File: src/rtl/rx_irq_coalescer.sv
module rx_irq_coalescer #(
  parameter int TICK_DIV     = 20000,
  parameter int CNT_W        = 8,
  parameter int DEF_CNT_LIM  = 16,
  parameter int DEF_TIME_LIM = 10
) (
  input  logic        clk,
  input  logic        rst_n,
  input  logic        reg_we,
  input  logic [1:0]  reg_sel,
  input  logic [31:0] reg_wdata,
  input  logic        msg_in,
  input  logic        tx_link,
  output logic        irq,
  output logic [31:0] status,
  output logic        uncached,
  output logic        path_hold
);
  localparam int DIV_W = $clog2(TICK_DIV + 1);
  localparam logic [CNT_W-1:0] CNT_MAX = {CNT_W{1'b1}};

  logic [DIV_W-1:0] div_q;
  logic [7:0]       cnt_lim, time_lim, ticks;
  logic [CNT_W-1:0] pend;
  logic [3:0]       tag;
  logic             ien, armed, irq_pend, link_q;
  logic [31:0]      status_q;

  wire tick    = (div_q == DIV_W'(TICK_DIV - 1));
  wire ack_hit = reg_we && reg_sel == 2'd3 && !armed && reg_wdata[3:0] == tag + 4'd1;
  wire fire    = armed && !path_hold && pend != '0 &&
                 (pend >= CNT_W'(cnt_lim) || ticks >= time_lim);
  wire [6:0] cnt7 = (pend > CNT_W'(127)) ? 7'd127 : 7'(pend);

  assign irq    = irq_pend & ien;
  assign status = status_q;

  always_ff @(posedge clk or negedge rst_n) begin
    if (!rst_n) div_q <= '0;
    else        div_q <= tick ? '0 : div_q + 1'b1;
  end

  always_ff @(posedge clk or negedge rst_n) begin
    if (!rst_n) begin
      uncached  <= 1'b0;
      path_hold <= 1'b1;
      ien       <= 1'b0;
      cnt_lim   <= 8'(DEF_CNT_LIM);
      time_lim  <= 8'(DEF_TIME_LIM);
    end else if (reg_we) begin
      case (reg_sel)
        2'd0: begin
          uncached  <= uncached  | reg_wdata[16];
          path_hold <= path_hold | reg_wdata[17];
          ien       <= ien       | reg_wdata[18];
        end
        2'd1: begin
          uncached  <= uncached  & ~reg_wdata[16];
          path_hold <= path_hold & ~reg_wdata[17];
          ien       <= ien       & ~reg_wdata[18];
        end
        2'd2: begin
          cnt_lim  <= reg_wdata[7:0];
          time_lim <= reg_wdata[15:8];
        end
        default: ;
      endcase
    end
  end

  always_ff @(posedge clk or negedge rst_n) begin
    if (!rst_n) begin
      pend     <= '0;
      ticks    <= '0;
      tag      <= '0;
      armed    <= 1'b0;
      irq_pend <= 1'b0;
      link_q   <= 1'b0;
      status_q <= '0;
    end else begin
      if (path_hold)                  pend <= '0;
      else if (fire)                  pend <= CNT_W'(msg_in);
      else if (msg_in && pend != CNT_MAX) pend <= pend + 1'b1;

      if (path_hold || fire || ack_hit || pend == '0) ticks <= '0;
      else if (tick && ticks != 8'hFF)                ticks <= ticks + 8'd1;

      if (fire) begin
        status_q <= {15'd0, link_q | tx_link, 5'd0, cnt7, tag};
        link_q   <= 1'b0;
        armed    <= 1'b0;
        irq_pend <= 1'b1;
      end else begin
        if (tx_link && !path_hold) link_q <= 1'b1;
        if (ack_hit) begin
          armed    <= 1'b1;
          irq_pend <= 1'b0;
          tag      <= tag + 4'd1;
        end else if (path_hold) begin
          irq_pend <= 1'b0;
        end
      end
    end
  end

  assert_held_quiet_R7: assert property (@(posedge clk) disable iff (!rst_n)
    (path_hold && $past(path_hold)) |-> !irq);
  assert_status_frozen_R6: assert property (@(posedge clk) disable iff (!rst_n)
    (!armed && !$past(armed)) |-> $stable(status_q));
  assert_ack_rearms_R4: assert property (@(posedge clk) disable iff (!rst_n)
    ack_hit |=> (armed && !irq));
  assert_bad_ack_ignored_R5: assert property (@(posedge clk) disable iff (!rst_n)
    (reg_we && reg_sel == 2'd3 && reg_wdata[3:0] != tag + 4'd1) |=> $stable(tag));
  assert_count_fires_R2: assert property (@(posedge clk) disable iff (!rst_n)
    (armed && !path_hold && pend != '0 && pend >= CNT_W'(cnt_lim)) |=> (!armed && status_q[3:0] == $past(tag)));
endmodule

File: config.mk
export PLATFORM = sky130hd
export DESIGN_NAME = rx_irq_coalescer
export DESIGN_NICKNAME = d
export VERILOG_FILES = /design/src/rtl/rx_irq_coalescer.sv
export SDC_FILE = /design/constraint.sdc
export NUM_CORES = 1
export LEC_CHECK = 0
export CORE_MARGIN = 4
export CORE_UTILIZATION = 50
export DETAILED_ROUTE_END_ITERATION = 8
export PLACE_DENSITY = 0.78
export SLEW_MARGIN = 25
export SYNTH_ARGS = -nofsm -noshare
export SYNTH_HDL_FRONTEND = slang
export SYNTH_SLANG_ARGS = --single-unit
File: constraint.sdc
create_clock -name clk -period 2.9 [get_ports clk]
set_clock_uncertainty 0.2 [all_clocks]
set_input_delay 0.435 -clock clk [delete_from_list [all_inputs] [get_ports clk]]
set_output_delay 0.435 -clock clk [all_outputs]
set_load 0.01 [all_outputs]
## Word-level counts from Yosys, hierarchy flattened

Cells that the tools add are included.

- Word-level logic and storage cells: 83
- Output and inout port bits: 35
- Bits of input ports: 39
- Register bits after elaboration: 69

- Reductions and logical operators: 27
- Add/subtract/negate cells: 4
- Magnitude comparators: 3
- Bitwise operators: 12
- Multiplexer cells: 17
- Equal/unequal tests: 7

Operators with widths:

| operator | count |
|---|---|
| two-way mux 8 bit | 5 |
| adder 8 x 1 -> 8 bit, second input constant | 2 |
| greater-or-equal comparator 8 bit | 2 |
| inequality test 8 bit, second input constant | 2 |
| adder 15 x 1 -> 15 bit, second input constant | 1 |
| == test 15 bit, second input constant | 1 |
| two-way mux 15 bit | 1 |
| logical AND 1 bit | 9 |
| > comparator 8 x 7 -> 1 bit, second input constant | 1 |
| logical NOT 8 bit | 1 |
| nonzero test 2 bit | 4 |
| nonzero test 8 bit | 1 |
| two-way mux 1 bit | 7 |
| two-way mux 7 bit | 1 |
| case mux 1 bit (2 select lines) | 3 |
| AND reduction 2 bit | 3 |
| nonzero test 3 bit | 2 |
| adder 4 x 1 -> 4 bit, second input constant | 1 |
| AND 1 bit | 4 |
| == test 2 bit, second input constant | 2 |
| == test 4 bit | 1 |
| logical OR 1 bit | 4 |
| NOT 1 bit | 4 |
| OR 1 bit | 4 |
| 3 further kinds | 4 |

## Depth between registers and ports, before layout

- Word-level depth: 8
- Gate-level depth with buffers: 10
- Depth with buffers taken out: 8

## Worst setup path after synthesis

OpenSTA, ideal clock, no wires.

- Kind: reg-to-reg
- Start: reg pend[0]
- End: reg status_q[2], in the netlist status[2]
- Period minus slack after synthesis: 2.389 ns
- Data arrival time: 2.061 ns
- Required time: 2.572 ns
- Cell stages (with the launch flop): 11
- Setup time: 0.128 ns
- Buffers on the path: 2
- Path slack: 0.511 ns
- Cell sequence: dfrtp_1 > clkbuf_1 > inv_1 > ha_1 > nor2b_1 > o21ai_0 > a32oi_1 > nand3_1 > nand2_1 > clkbuf_1 > mux2_1

- Word-level cells in the longest chain between the ends: 3
- Elaborated cells between the ends (all ways): 5
- Classes of those cells: order compare: 1; reduce/logical: 4

RTL lines:

| element | RTL line | RTL |
|---|---|---|
| start, declared | 24 | `logic [CNT_W-1:0] pend;` |
| start signal, assigned | 82 | `else if (fire) pend <= CNT_W'(msg_in);` |
| start signal, assigned | 83 | `else if (msg_in && pend != CNT_MAX) pend <= pend + 1'b1;` |
| greater-or-equal comparator 8 bit or nonzero test 8 bit (tied branches) | 32, 31 |  |
| logical OR 1 bit or logical AND 1 bit (tied branches) | 32, 31 |  |
| logical AND 1 bit (*) | 31 | `wire fire = armed && !path_hold && pend != '0 &&` |
| end signal, assigned | 89 | `status_q <= {15'd0, link_q \| tx_link, 5'd0, cnt7, tag};` |
| end, declared | 27 | `logic [31:0] status_q;` |

Mark *: on every way between the ends. The rest lies on a longest branch, timed or not.
A chain may end at the register's enable or synchronous reset.

## Final worst setup path

- Start: reg time_lim[3]
- End: reg status_q[1], in the netlist status[1]

- Word-level cells in the longest chain between the ends: 3

RTL lines:

| element | RTL line | RTL |
|---|---|---|
| start, declared | 23 | `logic [7:0] cnt_lim, time_lim, ticks;` |
| start signal, assigned | 49 | `time_lim <= 8'(DEF_TIME_LIM);` |
| start signal, assigned | 64 | `time_lim <= reg_wdata[15:8];` |
| greater-or-equal comparator 8 bit | 32 | `(pend >= CNT_W'(cnt_lim) \|\| ticks >= time_lim);` |
| logical OR 1 bit | 32 |  |
| logical AND 1 bit | 31 |  |

No other way between the ends.

==> flow_metrics.tcl <==
set metrics [dict create \
    vias_per_cell 5.21 \
    dieArea_um2 8840 \
    p_per_area_nw_per_um2 519 \
    route.detailed.drc 0 \
    r2r_start "time_lim[3]" \
    die_y_um 94.0 \
    arrival_ns 2.61 \
    yosys-top-cells-area "dfrtp_1 44%, ha_1 7.1%, mux2_2 4.9%, xnor2_1 4.7%, buf_4 4.1%" \
    hold_depth 2 \
    drv_cap 0 \
    rsz0062_at_grt "false" \
    clk_pin_slew_worst_paths_ns 0.07 \
    port_buffers 40 \
    cts_sinks 69 \
    fin_crit_sh_pct 89.2 \
    use_met3_pct 4.25 \
    drtIter0Drc 114 \
    clk-insertion-delay-late_ns 0.34 \
    cts_tree "built" \
    grt_overflow_total 0 \
    post_drt_wl_per_cell_um 13.8 \
    end_kind "flip-flop" \
    ant_nets 0 \
    antenna_found_initial 0 \
    numCtsBuffers 9 \
    met2_usage_pct 28.1 \
    avgSynthCellArea_um2 10.5 \
    grt_pass1_vias 2642 \
    max_slew_margin_pct 59.7 \
    drt_first_pass_iters 4 \
    root_buffer "clkbuf_8" \
    finalHoldViolCount 0 \
    p_leak_nw 2.00 \
    clock_path_buffers 2 \
    yosysTopAreaCell "dfrtp_1" \
    crit_path_max_fanout 21 \
    gp_congestion 0.814 \
    grt_pass1_wl_mm 12.1 \
    dp_hpwl_mm 5.13 \
    diodes 0 \
    vias 2641 \
    rr_worst_depth 9 \
    ir_worst_vdd_mv 0.243 \
    hold_path_class "flip-flop to flip-flop" \
    cts_max_level 3 \
    synth_most_common_cell "dfrtp_1" \
    cts_resized 0 \
    synth_top_flop_cell "dfrtp_1" \
    yosysWarnings 0 \
    synth-edff-count 0 \
    ys_async_sr_fraction_pct 100 \
    core_um2 7210 \
    power_w 0.00227 \
    status "finished, final reports clean" \
    fin_crit_ns 2.59 \
    fillers 618 \
    r2r-end "status[1]" \
    path_class "flip-flop to flip-flop" \
    worstPathRequired_ns 2.92 \
    yosysTopAreaCellShare_pct 43.9 \
    drv_slew 0 \
    grtUsageMet1_pct 22.5 \
    synth_cell_types 49 \
    ys_seq_area_share_pct 46.8 \
    grt_usage_pct 17.3 \
    regToRegSetupSlack_ns 0.31 \
    synthTopCellsByCount "65 x dfrtp_1, 27 x nor2_1, 23 x nand2_1" \
    grt_max_degree 45 \
    fp.dieW_um 94.0 \
    final_nets 463 \
    synthesis.area_um2 3700 \
    cp-start-kind "flip-flop" \
    tns_ns 0 \
    area_growth_pct 18.0 \
    busiest_layer "met2" \
    syn_inst 354 \
    post-route-util_pct 60.5 \
    setup_viol 0 \
    rows 31 \
    fmax_mhz 387 \
    drive_above_1_share_pct 11.8 \
    tightest_slew_ns 0.605 \
    ioPinCount 74 \
    ys_ff_latch 69 \
    drt_wl_total_mm 6.99 \
    start_util_pct 51.3 \
]
[layout make-up]
class                   count  area, um2  share of cell area [%]
flip-flops and latches     69       1730                    39.7
multi-input cells         254       1780                    40.7
inverters                  19       71.3                    1.63
clock buffers              14        143                    3.27
well taps                  99        124                    2.84
clock inverters             2       35.0                   0.803
repair buffers             50        485                    11.1
[per-stage QoR]
stage                     cells  setup slack, ns  hold WS (ns)  instance area [um2]
after global routing        507            0.170         0.294                 4370
final                       507            0.314         0.271                 4370
after CTS                   507            0.304         0.278                 4370
after floorplan             373            0.511       -0.0606                 3770
after detailed placement    490            0.336         0.262                 4180
after global placement      490            0.350         0.256                 4180
[flip-flops by register name (all words and copies together) (netlist names), named ones only]
| signal | count |
|---|---|
| armed | 1 |
| cnt_lim | 8 |
| div_q | 15 |
| irq_pend | 1 |
| link_q | 1 |
| pend | 8 |
| status | 12 |
| tag | 4 |
| ticks | 8 |
| time_lim | 8 |
[cells in the final DEF, fill, tap and decap left out, drive strengths merged, types with 3 or more instances in the layout]
cell type and count:
buf 10, nand2 23, nor2 29, nor4 3, dfstp 4, nor2b 4, ha 21, dfrtp 65
o21ai 6, and3 14, conb 20, clkbuf 14, a21oi 18, a211oi 3, xnor2 20, inv 19
nand4 7, clkdlybuf4s50 39, nand3 17, mux2 21, a31oi 11, and2 3, xor2 10
[worst max-delay path, cell delays in order (launching register included)]
cell     delay, ns
dfstp_2       0.53
inv_1         0.04
ha_1          0.21
a211o_1       0.26
a31oi_1       0.19
o41a_1        0.15
nand3_1       0.08
buf_4         0.21
nand2_1       0.23
mux2_1        0.35
[power breakdown]
| group | total, W | leakage, nW | internal, W | switching, W |
|---|---|---|---|---|
| registers | 0.00112 | 0.890 | 0.00106 | 0.0000670 |
| logic | 0.000399 | 1.02 | 0.000197 | 0.000202 |
| clock network | 0.000743 | 0.0887 | 0.000399 | 0.000345 |
[repair_timing]
action | CTS | global route
hold buffers | 1 | 0
hold endpoints to repair | 23 | 0
buffers inserted | 0 | 0
[kinds of logic after synthesis]
family	count (synthesis)	share of synthesized area [%]
adders and majority gates	21	7.10
muxes	23	6.93
and+or+nand+nor	113	16.9
xor gates and xnor gates	30	7.10
buffers and inverters	50	7.17
DFF	69	46.8
AOI/OAI and AO/OA	47	7.88
other	1	0.101
[per-layer routing]
| metal | up-vias | part of all wire, % |
|---|---|---|
| met4 | 0 | 1.2 |
| met1 | 1269 | 46 |
| met5 | - | 0 |
| li1 | 1299 | - |
| met2 | 63 | 48 |
| met3 | 10 | 4.3 |
[worst max path at each step]
stage,from,end,slack [ns],cells after the start
after floorplan,pend[0],status[2],0.51,10
after global placement,time_lim[3],status[1],0.35,9
after detailed placement,time_lim[3],status[1],0.34,9
after CTS,time_lim[3],status[2],0.30,9
after global routing,pend[2],status[2],0.17,8
final,time_lim[3],status[1],0.31,9
No activity file was read; power rests on OpenSTA's default activity.
